**src/rtl/hfc_pkg.sv**
```systemverilog
package hfc_pkg;
  localparam int unsigned THR_W = 4;
  localparam logic [THR_W-1:0] HALT_RST   = 4'hE;
  localparam logic [THR_W-1:0] RESUME_RST = 4'h8;

  typedef struct packed {
    logic [THR_W-1:0] halt;
    logic [THR_W-1:0] resume;
  } thr_t;
endpackage

```
**src/rtl/hfc_sync.sv**
```systemverilog
module hfc_sync #(
  parameter int unsigned STAGES  = 2,
  parameter logic        RST_VAL = 1'b1
) (
  input  logic clk_i,
  input  logic rst_ni,
  input  logic d_i,
  output logic q_o
);
  logic [STAGES-1:0] ff_q;

  generate
    if (STAGES == 1) begin : g_one
      always_ff @(posedge clk_i or negedge rst_ni)
        if (!rst_ni) ff_q <= RST_VAL;
        else         ff_q <= d_i;
    end else begin : g_chain
      always_ff @(posedge clk_i or negedge rst_ni)
        if (!rst_ni) ff_q <= {STAGES{RST_VAL}};
        else         ff_q <= {ff_q[STAGES-2:0], d_i};
    end
  endgenerate

  assign q_o = ff_q[STAGES-1];
endmodule

```
**src/rtl/hfc_toggle_det.sv**
```systemverilog
module hfc_toggle_det #(
  parameter logic RST_VAL = 1'b0
) (
  input  logic clk_i,
  input  logic rst_ni,
  input  logic sig_i,
  output logic chg_o
);
  logic prev_q;

  always_ff @(posedge clk_i or negedge rst_ni)
    if (!rst_ni) prev_q <= RST_VAL;
    else         prev_q <= sig_i;

  assign chg_o = sig_i ^ prev_q;
endmodule

```
**src/rtl/hfc_rts_ctrl.sv**
```systemverilog
module hfc_rts_ctrl #(
  parameter int unsigned LVL_W = 7
) (
  input  logic             clk_i,
  input  logic             rst_ni,
  input  logic [LVL_W-1:0] level_i,
  input  logic [LVL_W-1:0] halt_lvl_i,
  input  logic [LVL_W-1:0] resume_lvl_i,
  input  logic             auto_i,
  input  logic             manual_i,
  output logic             rts_on_o
);
  logic rts_q, rts_d;

  always_comb begin
    rts_d = rts_q;
    if (!auto_i)                             rts_d = manual_i;
    else if (rts_q && level_i > halt_lvl_i)    rts_d = 1'b0;
    else if (!rts_q && level_i < resume_lvl_i) rts_d = 1'b1;
  end

  always_ff @(posedge clk_i or negedge rst_ni)
    if (!rst_ni) rts_q <= 1'b0;
    else         rts_q <= rts_d;

  assign rts_on_o = rts_q;
endmodule

```
**src/rtl/hw_flow_ctrl.sv**
```systemverilog
module hw_flow_ctrl
  import hfc_pkg::*;
#(
  parameter int unsigned FIFO_DEPTH  = 64,
  parameter int unsigned THR_SCALE   = 4,
  parameter int unsigned SYNC_STAGES = 2,
  localparam int unsigned LVL_W      = $clog2(FIFO_DEPTH + 1),
  localparam int unsigned SCALE_SH   = $clog2(THR_SCALE)
) (
  input  logic             clk_i,
  input  logic             rst_ni,
  input  logic [LVL_W-1:0] rx_level_i,
  input  logic             cts_ni,
  input  logic             cfg_we_i,
  input  logic [THR_W-1:0] halt_lvl_i,
  input  logic [THR_W-1:0] resume_lvl_i,
  input  logic             auto_rts_en_i,
  input  logic             auto_cts_en_i,
  input  logic             manual_rts_i,
  output logic             rts_no_o,
  output logic             tx_permit_o,
  output logic             rts_chg_o,
  output logic             cts_chg_o
);
  thr_t             thr_q;
  logic [LVL_W-1:0] halt_lvl, resume_lvl;
  logic             rts_on, cts_pin_s, cts_on;

  always_ff @(posedge clk_i or negedge rst_ni)
    if (!rst_ni)       thr_q <= '{halt: HALT_RST, resume: RESUME_RST};
    else if (cfg_we_i) thr_q <= '{halt: halt_lvl_i, resume: resume_lvl_i};

  assign halt_lvl   = LVL_W'(thr_q.halt)   << SCALE_SH;
  assign resume_lvl = LVL_W'(thr_q.resume) << SCALE_SH;

  hfc_rts_ctrl #(.LVL_W(LVL_W)) u_rts (
    .clk_i, .rst_ni,
    .level_i     (rx_level_i),
    .halt_lvl_i  (halt_lvl),
    .resume_lvl_i(resume_lvl),
    .auto_i      (auto_rts_en_i),
    .manual_i    (manual_rts_i),
    .rts_on_o    (rts_on)
  );

  hfc_sync #(.STAGES(SYNC_STAGES), .RST_VAL(1'b1)) u_cts_sync (
    .clk_i, .rst_ni, .d_i(cts_ni), .q_o(cts_pin_s)
  );
  assign cts_on = ~cts_pin_s;

  hfc_toggle_det #(.RST_VAL(1'b0)) u_rts_det (
    .clk_i, .rst_ni, .sig_i(rts_on), .chg_o(rts_chg_o)
  );
  hfc_toggle_det #(.RST_VAL(1'b0)) u_cts_det (
    .clk_i, .rst_ni, .sig_i(cts_on), .chg_o(cts_chg_o)
  );

  assign rts_no_o    = ~rts_on;
  assign tx_permit_o = ~auto_cts_en_i | cts_on;
endmodule

```
**config.mk**
```make
export PLATFORM = sky130hd
export DESIGN_NAME = hw_flow_ctrl
export DESIGN_NICKNAME = d
export VERILOG_FILES = /design/src/rtl/hfc_pkg.sv /design/src/rtl/hfc_sync.sv /design/src/rtl/hfc_toggle_det.sv /design/src/rtl/hfc_rts_ctrl.sv /design/src/rtl/hw_flow_ctrl.sv
export SDC_FILE = /design/constraint.sdc
export NUM_CORES = 1
export LEC_CHECK = 0
export BUFFER_PORTS_ARGS = -buffer_cell sky130_fd_sc_hd__clkbuf_2
export CAP_MARGIN = 5
export CORE_MARGIN = 2
export CORE_UTILIZATION = 30
export CTS_CLUSTER_DIAMETER = 50
export DETAILED_ROUTE_END_ITERATION = 16
export GPL_TIMING_DRIVEN = 0
export HOLD_SLACK_MARGIN = 0.12
export PLACE_DENSITY_LB_ADDON = 0.05
export REMOVE_ABC_BUFFERS = 1
export SYNTH_ARGS = -nofsm -noshare
export SYNTH_HDL_FRONTEND = slang
export SYNTH_SLANG_ARGS = --single-unit
export TNS_END_PERCENT = 10
```
**constraint.sdc**
```tcl
create_clock -name clk_i -period 3.6 [get_ports clk_i]
set_input_delay 0.36 -clock clk_i [delete_from_list [all_inputs] [get_ports clk_i]]
set_output_delay 0.36 -clock clk_i [all_outputs]
set_load 0.05 [all_outputs]
```
==> results.md <==
- Max_slew headroom: 0.788
- Combinational share of power: 0.265
- Worst min path class: input pin to flop
- R2r endpoint: u_rts.rts_on_o$_DFFE_PN0P_
- Register area share after synthesis: 0.512
- Diode count: 0
- CTS tree: yes
- # setup viols final: 0
- Reg2reg start: resume_lvl[5]$_DFFE_PN1P_
- Max stage delay on crit path: 0.52 ns
- Final Cycle Share: 0.444
- Starting density of the core: 0.325
- Drt initial violations: 9
- Max_cap viols: 0
- # clock sinks: 13
- First-pass GRT wire length: 2.06 mm
- Share of cells above drive strength 1: 0.407
- Number of nets with antenna violations after routing: 0
- Clk network pwr share: 0.250
- Design Area, Final: 842 um^2
- CP Launch Type: flop
- TritonRoute pass-1 iters: 3
- CP max FO: 2
- Pleak: 0.428 nW
- Post-Route WL: 1.19 mm
- PnR Total Power: 349 uW
- Vias per cell: 4.42
- Vias in the first global route: 491
- Worst Hold Depth: 1
- Bufs on Longest Clock Path: 2
- Core Box Area: 0.00200 mm^2
- Port buffer count: 25
- Worst R2R Setup Slack: 2.00 ns
- Site Rows: 16
- Gr usage total: 0.110
- Final setup TNS: 0 ns
- Tmin final: 1.60 ns
- P per Cell Area: 415 mW/mm^2
- Clock Latency Late Sink: 0.26 ns
- Cell Chain, Critical Path: inv_1 > ha_1 > o311ai_0 > a21oi_1 > a311oi_1
- Cell Area, Synth: 651 um^2
- Status: completed
- DR DRC count: 0
- Synthesis Warnings: 0
- Switching power of the nets: 109 uW
- FF-to-FF path depth: 5
- Switching Share: 0.312
- WL/cell: 10.1 um
- Clock slew seen by the registers of the worst setup and hold paths: 0.08 ns
- Die width: 50.6 um
- Reg power frac: 0.485
- VDD IR-drop max: 0.000144 V
- Die H: 50.6 um
- Worst-margin pin slew: 0.314 ns
- Seq cells post-synth: 13
- GRT overflow: 0
- Final core utilization: 0.421
- P&R area growth vs syn: 29.4%
- Clock skew: 0.00213 ns
- # H-tree levels: 1
- Worst Hold End: u_cts_sync.ff_q[0]$_DFF_PN1_
- Final net count: 121
- Syn avg cell area: 10.5 um^2
- Detail Placement HPWL: 978 um
- Initial antenna violation count: 0
- Synthesized netlist cell count: 62
- Endpoint class of the critical path: flop
- RSZ-0062 raised after global routing: no
- Postcts setup bufs: 0
- Via count: 522
- Hold path start: cts_ni
- Largest net degree at the start of global routing: 15
- FMAX: 626 MHz
- Synth cell types: 19
- Final Wtd Congestion: 0.795
- Final Hold Viols: 0
- Final slew viol count: 0
- Cell chosen for the clock root: clkbuf_4
- Worst path slowest cell: dfstp_2
- Worst endpoint required time: 3.76 ns
- # IOs: 26
- Cts bufs inserted: 3
- Internal power: 240 uW
- Setup CP Type: flop to flop
- Critical Path AT: 1.76 ns
- Placed instance area: 806 um^2
- Die area: 0.00256 mm^2
==> final cells by class <==
cell class,count,area [um^2]
fill,215,1160
sequential,13,333
multi-input combinational,39,280
timing repair buffer,26,135
inverter,9,33.8
tap,27,33.8
clock buffer,4,26.3
==> per-layer routing <==
metal	vias to the layer above	wire [um]	global-route usage
met4	0	12	0.0541
met3	2	59	0.0268
li1	269	-	-
met1	239	556	0.131
met2	12	558	0.184
met5	-	0	0
==> worst max-delay path: cells and delay by family, from the launching register on <==
kind / cells / cell delay (ns)
adder cells (fa/ha/maj): 1 / 0.26
buffers and inverters: 1 / 0.05
flip-flops: 1 / 0.52
AO/OA/AOI/OAI: 3 / 0.68
==> sequential cells by signal, summed over array words and instances (netlist names) <==
register	count
halt_lvl	4
resume_lvl	4
u_cts_sync.ff_q	2
u_cts_det.prev_q	1
u_rts.rts_on_o	1
u_rts_det.prev_q	1
==> cells in the final DEF (no fill, tap or decap) <==
| cell | instances |
|---|---|
| a21o_1 | 1 |
| a21oi_1 | 1 |
| a311oi_1 | 1 |
| a41oi_1 | 1 |
| clkbuf_1 | 1 |
| clkbuf_2 | 25 |
| clkbuf_4 | 3 |
| dfrtp_1 | 7 |
| dfstp_2 | 6 |
| dlygate4sd3_1 | 1 |
| ha_1 | 7 |
| inv_1 | 9 |
| mux2_2 | 2 |
| nand2_1 | 7 |
| nor2_1 | 3 |
| nor2b_1 | 1 |
| nor3_1 | 2 |
| nor4b_2 | 1 |
| o21ai_0 | 9 |
| o311ai_0 | 1 |
| xnor2_1 | 1 |
| xor2_1 | 1 |
==> repair_timing <==
item,4_1_cts,5_1_grt
hold endpoints to repair,7,0
hold buffers,1,0
gates resized for setup,0,0
==> cell usage after synthesis <==
| master | number | area [um^2] |
|---|---|---|
| a21o_1 | 1 | 7.51 |
| a21oi_1 | 1 | 5.00 |
| a311oi_1 | 1 | 8.76 |
| a41oi_1 | 1 | 8.76 |
| clkbuf_1 | 1 | 3.75 |
| dfrtp_1 | 7 | 175 |
| dfstp_2 | 6 | 158 |
| ha_1 | 7 | 87.6 |
| inv_1 | 9 | 33.8 |
| mux2_2 | 2 | 22.5 |
| nand2_1 | 7 | 26.3 |
| nor2_1 | 3 | 11.3 |
| nor2b_1 | 1 | 6.26 |
| nor3_1 | 2 | 10.0 |
| nor4b_2 | 1 | 15.0 |
| o21ai_0 | 9 | 45.0 |
| o311ai_0 | 1 | 8.76 |
| xnor2_1 | 1 | 8.76 |
| xor2_1 | 1 | 8.76 |
==> kinds of logic (layout without fill, tap and decap cells) <==
kind of cell / count (synthesis) / in the layout / share of synthesized area
XOR/XNOR: 2 / 2 / 0.0269
AND/OR/NAND/NOR: 14 / 14 / 0.106
adder cells (fa/ha/maj): 7 / 7 / 0.135
AO/OA/AOI/OAI: 14 / 14 / 0.129
buffers and inverters: 10 / 39 / 0.0577
multiplexers: 2 / 2 / 0.0346
flip-flops: 13 / 13 / 0.512
==> through the flow <==
step / worst slack (ns) / cells / hold slack, ns
final: 2.00 / 118 / 0.167
after global routing: 1.87 / 118 / 0.153
after CTS: 2.00 / 118 / 0.157
after detailed placement: 2.03 / 113 / 0.272
after global placement: 2.04 / 113 / 0.279
after floorplan: 2.05 / 61 / 0.0644
==> how the worst max path moves through the flow <==
stage | from | endpoint | depth (start not counted)
final | resume_lvl[5]$_DFFE_PN1P_ | u_rts.rts_on_o$_DFFE_PN0P_ | 5
after global routing | resume_lvl[5]$_DFFE_PN1P_ | u_rts.rts_on_o$_DFFE_PN0P_ | 5
after CTS | resume_lvl[5]$_DFFE_PN1P_ | u_rts.rts_on_o$_DFFE_PN0P_ | 5
after detailed placement | halt_lvl[3]$_DFFE_PN1P_ | u_rts.rts_on_o$_DFFE_PN0P_ | 6
after global placement | halt_lvl[3]$_DFFE_PN1P_ | u_rts.rts_on_o$_DFFE_PN0P_ | 6
after floorplan | u_cts_sync.ff_q[1]$_DFF_PN1_ | cts_chg_o | 1
==> power groups by stage <==
| stage | Combinational [mW] | Clock [mW] | Sequential, mW |
|---|---|---|---|
| 4_1_cts | 0.0944 | 0.0936 | 0.170 |
| 3_3_place_gp | 0.0926 | 0 | 0.172 |
| 2_1_floorplan | 0.0609 | 0 | 0.171 |
| 5_1_grt | 0.105 | 0.101 | 0.171 |
| 3_5_place_dp | 0.0930 | 0 | 0.172 |
| 6_report | 0.0925 | 0.0872 | 0.169 |
(Power assumes the default switching activity.)
